## config.mk

```make
export PLATFORM = sky130hd
export DESIGN_NAME = crossing_gate_ctrl
export DESIGN_NICKNAME = d
export VERILOG_FILES = /design/src/rtl/gxc_pkg.sv /design/src/rtl/gxc_occupancy.sv /design/src/rtl/gxc_gate_model.sv /design/src/rtl/gxc_deadline.sv /design/src/rtl/crossing_gate_ctrl.sv
export SDC_FILE = /design/constraint.sdc
export NUM_CORES = 1
export LEC_CHECK = 0
export BUFFER_PORTS_ARGS = -buffer_cell sky130_fd_sc_hd__buf_4
export CAP_MARGIN = 20
export CORE_ASPECT_RATIO = 1.25
export CORE_MARGIN = 10
export CORE_UTILIZATION = 40
export CTS_CLUSTER_DIAMETER = 150
export DETAILED_ROUTE_END_ITERATION = 10
export PLACE_DENSITY_LB_ADDON = 0.08
export SLEW_MARGIN = 0
export SYNTH_ARGS = -nofsm -noshare
export SYNTH_HDL_FRONTEND = slang
export SYNTH_SLANG_ARGS = --single-unit
```

## constraint.sdc

```tcl
create_clock -name clk -period 2.2 [get_ports clk]
set_input_delay 0.66 -clock clk [delete_from_list [all_inputs] [get_ports clk]]
set_output_delay 0.66 -clock clk [all_outputs]
set_load 0.005 [all_outputs]
```

## src/rtl/gxc_pkg.sv

```systemverilog
package gxc_pkg;
  typedef enum logic [1:0] {
    GS_CLOSED  = 2'd0,
    GS_OPENING = 2'd1,
    GS_OPEN    = 2'd2,
    GS_CLOSING = 2'd3
  } gate_state_t;
endpackage

```

## src/rtl/gxc_occupancy.sv

```systemverilog
module gxc_occupancy #(
  parameter int CNT_W = 2
) (
  input  logic clk,
  input  logic rst,
  input  logic enter,
  input  logic leave,
  output logic cmd_close,
  output logic cmd_open,
  output logic seq_err
);
  localparam logic [CNT_W-1:0] OCC_MAX = {CNT_W{1'b1}};
  localparam logic [CNT_W-1:0] OCC_ONE = CNT_W'(1);

  logic [CNT_W-1:0] occ;
  logic             arrive_only;
  logic             depart_only;

  assign arrive_only = enter && !leave;
  assign depart_only = leave && !enter;

  always_ff @(posedge clk) begin
    if (rst) begin
      occ       <= '0;
      cmd_close <= 1'b0;
      cmd_open  <= 1'b0;
      seq_err   <= 1'b0;
    end else begin
      cmd_close <= 1'b0;
      cmd_open  <= 1'b0;
      if (arrive_only) begin
        if (occ == '0) cmd_close <= 1'b1;
        if (occ != OCC_MAX) occ <= occ + OCC_ONE;
      end else if (depart_only) begin
        if (occ == '0) begin
          seq_err <= 1'b1;
        end else begin
          occ <= occ - OCC_ONE;
          if (occ == OCC_ONE) cmd_open <= 1'b1;
        end
      end
    end
  end


  close_first_chk: assert property (@(posedge clk) disable iff (rst)
    cmd_close |-> occ == OCC_ONE);


  open_empty_chk: assert property (@(posedge clk) disable iff (rst)
    cmd_open |-> occ == '0);


  cancel_pair_chk: assert property (@(posedge clk) disable iff (rst)
    (enter && leave) |=> ($stable(occ) && !cmd_close && !cmd_open));


  seq_err_sticky_chk: assert property (@(posedge clk) disable iff (rst)
    seq_err |=> seq_err);


  sat_hold_chk: assert property (@(posedge clk) disable iff (rst)
    (occ == OCC_MAX && arrive_only) |=> occ == OCC_MAX);
endmodule

```

## src/rtl/gxc_gate_model.sv

```systemverilog
module gxc_gate_model
  import gxc_pkg::*;
(
  input  logic        clk,
  input  logic        rst,
  input  logic        cmd_open,
  input  logic        cmd_close,
  input  logic        fb_open,
  input  logic        fb_closed,
  output gate_state_t st
);
  gate_state_t st_nxt;

  always_comb begin
    st_nxt = st;
    case (st)
      GS_CLOSED:  if (cmd_open) st_nxt = GS_OPENING;
      GS_OPENING: if (cmd_close) st_nxt = GS_CLOSING;
                  else if (fb_open) st_nxt = GS_OPEN;
      GS_OPEN:    if (cmd_close) st_nxt = GS_CLOSING;
      GS_CLOSING: if (cmd_open) st_nxt = GS_OPENING;
                  else if (fb_closed) st_nxt = GS_CLOSED;
      default:    st_nxt = GS_CLOSED;
    endcase
  end

  always_ff @(posedge clk) begin
    if (rst) st <= GS_CLOSED;
    else     st <= st_nxt;
  end


  open_via_opening_chk: assert property (@(posedge clk) disable iff (rst)
    (st == GS_OPEN && $past(st) != GS_OPEN) |-> $past(st) == GS_OPENING);


  closed_via_closing_chk: assert property (@(posedge clk) disable iff (rst)
    (st == GS_CLOSED && $past(st) != GS_CLOSED) |-> $past(st) == GS_CLOSING);
endmodule

```

## src/rtl/gxc_deadline.sv

```systemverilog
module gxc_deadline
  import gxc_pkg::*;
#(
  parameter int LIMIT = 5
) (
  input  logic        clk,
  input  logic        rst,
  input  logic        cmd_close,
  input  logic        cmd_open,
  input  logic        tick,
  input  gate_state_t gate_st,
  output logic        fault
);
  localparam int TW = $clog2(LIMIT + 1);
  localparam logic [TW-1:0] LAST = TW'(LIMIT - 1);

  logic [TW-1:0] cnt;
  logic          armed;

  always_ff @(posedge clk) begin
    if (rst) begin
      armed <= 1'b0;
      cnt   <= '0;
      fault <= 1'b0;
    end else if (cmd_close) begin
      armed <= 1'b1;
      cnt   <= '0;
    end else if (armed) begin
      if (gate_st == GS_CLOSED || cmd_open) begin
        armed <= 1'b0;
      end else if (tick) begin
        if (cnt == LAST) begin
          fault <= 1'b1;
          armed <= 1'b0;
        end else begin
          cnt <= cnt + TW'(1);
        end
      end
    end
  end


  fault_on_tick_chk: assert property (@(posedge clk) disable iff (rst)
    $rose(fault) |-> ($past(tick) && $past(gate_st) != GS_CLOSED));


  open_cancels_chk: assert property (@(posedge clk) disable iff (rst)
    cmd_open |=> !$rose(fault));


  fault_sticky_chk: assert property (@(posedge clk) disable iff (rst)
    fault |=> fault);
endmodule

```

## src/rtl/crossing_gate_ctrl.sv

```systemverilog
module crossing_gate_ctrl
  import gxc_pkg::*;
#(
  parameter int CNT_W          = 2,
  parameter int DEADLINE_TICKS = 5
) (
  input  logic       clk,
  input  logic       rst,
  input  logic       train_enter,
  input  logic       train_leave,
  input  logic       gate_open_fb,
  input  logic       gate_closed_fb,
  input  logic       tick,
  output logic       close_cmd,
  output logic       open_cmd,
  output logic [1:0] gate_state,
  output logic       deadline_fault,
  output logic       seq_error
);
  gate_state_t st;

  gxc_occupancy #(.CNT_W(CNT_W)) u_occ (
    .clk       (clk),
    .rst       (rst),
    .enter     (train_enter),
    .leave     (train_leave),
    .cmd_close (close_cmd),
    .cmd_open  (open_cmd),
    .seq_err   (seq_error)
  );

  gxc_gate_model u_gate (
    .clk       (clk),
    .rst       (rst),
    .cmd_open  (open_cmd),
    .cmd_close (close_cmd),
    .fb_open   (gate_open_fb),
    .fb_closed (gate_closed_fb),
    .st        (st)
  );

  gxc_deadline #(.LIMIT(DEADLINE_TICKS)) u_dl (
    .clk       (clk),
    .rst       (rst),
    .cmd_close (close_cmd),
    .cmd_open  (open_cmd),
    .tick      (tick),
    .gate_st   (st),
    .fault     (deadline_fault)
  );

  assign gate_state = st;


  cmds_exclusive_chk: assert property (@(posedge clk) disable iff (rst)
    !(close_cmd && open_cmd));
endmodule

```

==> impl_metrics.csv <==
group,metric,value,unit
drt,drt_wl_total,1.30,mm
drt,drcViolationCount,0,
finish,nFillCells,159,
timing,max_freq,0.622,GHz
finish,diodes,0,
worst_setup_path,cp_num_buf_inv,1,
timing,finalCritPeriodShare,73.0,%
global_route,grt_max_degree,15,
die,die_w,56.5,um
worst_setup_path,slowest_stage,"dfxtp_1",
global_route,antenna_found_initial,0,
synth,synth_most_common_cell,"dfxtp_1",
timing,hold_viol,0,
clock_network,h-tree-depth,1,
clock_network,post_cts_buffers,0,
synth,yosysTopAreaCell,"dfxtp_1",
timing,tightest_slew,318,ps
worst_setup_path,worstSetupStartpointType,"register",
pwr,leakage,0.000353,uW
synth,ys_seq_elements,12,
synth,synth_cells,75,
worst_setup_path,critPathMaxStageDelay,510,ps
worst_setup_path,critPathKind,"register to output port",
synth,synth_top_area_share,36.1,%
die,start_util,42.1,%
synth,postSynthAreaPerCell,8.88,sq um
drt,vias,534,
placement,place_inst,103,
synth,ys_types,27,
worst_hold_path,hold_start,"u_dl.fault$_SDFFE_PP0P_",
worst_setup_path,reg2reg_setup_slack,680,ps
worst_hold_path,hold_class,"register to register",
synth,synth_ff_type,"dfxtp_1",
synth,syn_area,666,sq um
clock_network,cts-resized-gates,0,
outcome,status,"completed",
drt,postRouteAntennaNets,0,
placement,port_buffers,12,
worst_setup_path,cp_cell_sequence,"buf_4",
worst_setup_path,path_delay_family,"flip-flops",
die,ios,13,
pwr,power_density,672,mW/mm^2
finish,layout-drive-gt1-share,20.5,%
global_route,grt_pass1_vias,565,
clock_network,clock_sinks,12,
drt,routed_wire_length_per_instance,12.2,um
flow_run,drv_cap,0,
worst_setup_path,cp_max_fo,9,
synth,synth_edf_count,0,
global_route,globalRouteTotalUtil,7.45,%
worst_setup_path,timing.rr.start,"u_gate.st[0]$_SDFFE_PP0P_",
worst_hold_path,hold_path_depth,2,
synth,syn-num-nets,91,
clock_network,cts_buffer_depth,2,
worst_setup_path,arrival,950,ps
timing,period_minus_slack,1610,ps
global_route,grt_pass1_wl,2.28,mm
global_route,grt_overflow,0,
timing,rsz0062_at_grt,"false",
die,die_h,65.6,um
worst_setup_path,worstSetupEndpointType,"output port",
worst_setup_path,r2r_end,"u_dl.cnt[1]$_SDFFE_PP0P_",
die,coreArea,0.00158,sq mm
timing,whs,487,ps
die,die_area,0.00371,sq mm
drt,drt_first_pass_iters,4,
clock_network,hold_buffers,0,
placement,place_hpwl,1.03,mm
synth,synth_warnings,0,
synth,ys_seq_area_share,36.1,%
worst_setup_path,worstPathRequired,1540,ps
timing,setup_viol,0,
worst_setup_path,rr_worst_depth,6,
clock_network,cts.clk_slew.worst_paths,70,ps
timing,finalClockSkew,3.58,ps
synth,synthTopCellsByCount,"dfxtp_1 (12), inv_1 (10), a21oi_1 (9), ha_1 (9), nor2_1 (6)",
finish,area_delta_synth_final,19.2,%
finish,final_cells,106,
worst_hold_path,whs_endpoint,"u_dl.fault$_SDFFE_PP0P_",
timing,tns,0,ps
die,std_cell_rows,16,
drt,vias_per_cell,5.04,
placement,place.gp.congestion,0.777,
clock_network,clock_latency,270,ps
clock_network,cts-root-buf,"clkbuf_4",
synth,synthArstFlopShare,0,%
finish,nets,106,
timing,final_max_slew_viol_count,0,
synth,yosys-top-cells-area,"dfxtp_1 (36%), ha_1 (17%), a21oi_1 (6.8%)",
pwr,vdd_drop_max,0.390,mV
clock_network,cts_buffers,3,
timing,maxSlewHeadroom,78.8,%
clock_network,cts_tree,"yes",
drt,first_iter_violations,9,
-- registers in the layout (all words and copies together), names as in the netlist --
name and cells:
u_dl.armed 1, u_dl.cnt 3, u_dl.fault 1, u_gate.st 2, u_occ.cmd_close 1, u_occ.cmd_open 1, u_occ.occ 2, u_occ.seq_err 1
-- metrics by stage --
stage	total power [uW]	util, %	cell area (sq um)	setup slack (ps)
floorplan	359	-	666	804
global placement	410	48.7	771	706
detailed placement	409	48.7	771	702
CTS	542	50.2	793	558
global route	571	50.2	793	508
finish	533	50.2	793	593
-- worst min-delay path: cells and delay by family (launching register included) --
| kind | cells | cell delay [ps] |
|---|---|---|
| flip-flops | 1 | 340 |
| AND/OR/NAND/NOR | 1 | 70 |
| AO/OA/AOI/OAI | 1 | 50 |
-- cells by family (layout without fill, tap and decap cells) --
family,after synthesis,in the layout,share of synthesized area [%]
AOI/OAI and AO/OA,17,17,16.2
xor gates and xnor gates,3,3,3.95
adders and majority gates,9,9,16.9
buffers and inverters,12,25,6.77
DFF,12,12,36.1
muxes,2,2,3.01
and+or+nand+nor,20,20,17.1
-- power breakdown --
part           internal [uW]  switching (uW)  total (uW)
clock network           63.2            68.0         131
registers                234            18.8         253
logic                   74.4            74.7         149
-- cells in the final DEF, fill, tap and decap left out, drive strengths merged --
master   n
o21ai    1
clkbuf   3
xor2     1
a211o    1
nand4    1
a31oi    1
buf     12
nor3     3
nor2     6
a21oi    9
inv     10
o22a     1
and3b    1
ha       9
o221ai   2
nor3b    2
nand2    2
a211oi   1
nor4     1
mux2i    2
xnor2    2
nand3    2
nand2b   2
dfxtp   12
o31ai    1
-- how the worst max path moves through the flow --
stage                               startpoint                        to  cells past startpoint
finish              u_occ.cmd_close$_SDFF_PP0_                 close_cmd                      1
global route         u_gate.st[1]$_SDFFE_PP0P_  u_dl.cnt[1]$_SDFFE_PP0P_                      6
CTS                 u_occ.cmd_close$_SDFF_PP0_                 close_cmd                      1
detailed placement   u_gate.st[0]$_SDFFE_PP0P_  u_dl.cnt[1]$_SDFFE_PP0P_                      6
global placement     u_gate.st[0]$_SDFFE_PP0P_  u_dl.cnt[0]$_SDFFE_PP0P_                      6
floorplan            u_gate.st[0]$_SDFFE_PP0P_  u_dl.cnt[1]$_SDFFE_PP0P_                      6
-- final cells by class --
class	instances	area [sq um]	area share, %
Multi-Input combinational cell	51	380	47.9
Sequential cell	12	240	30.3
Tap cell	18	22.5	2.84
Timing Repair Buffer	12	90.1	11.4
Clock buffer	3	22.5	2.84
Inverter	10	37.5	4.73
-- layer usage --
metal  global-route usage (%)  wire length, um  up-vias
met5                        0                0        -
li1                         -                -      286
met3                     2.69               57        4
met2                     12.9              626        8
met1                     7.44              591      236
met4                     4.52               19        0
Note: power is estimated with default switching activity, not from simulation.
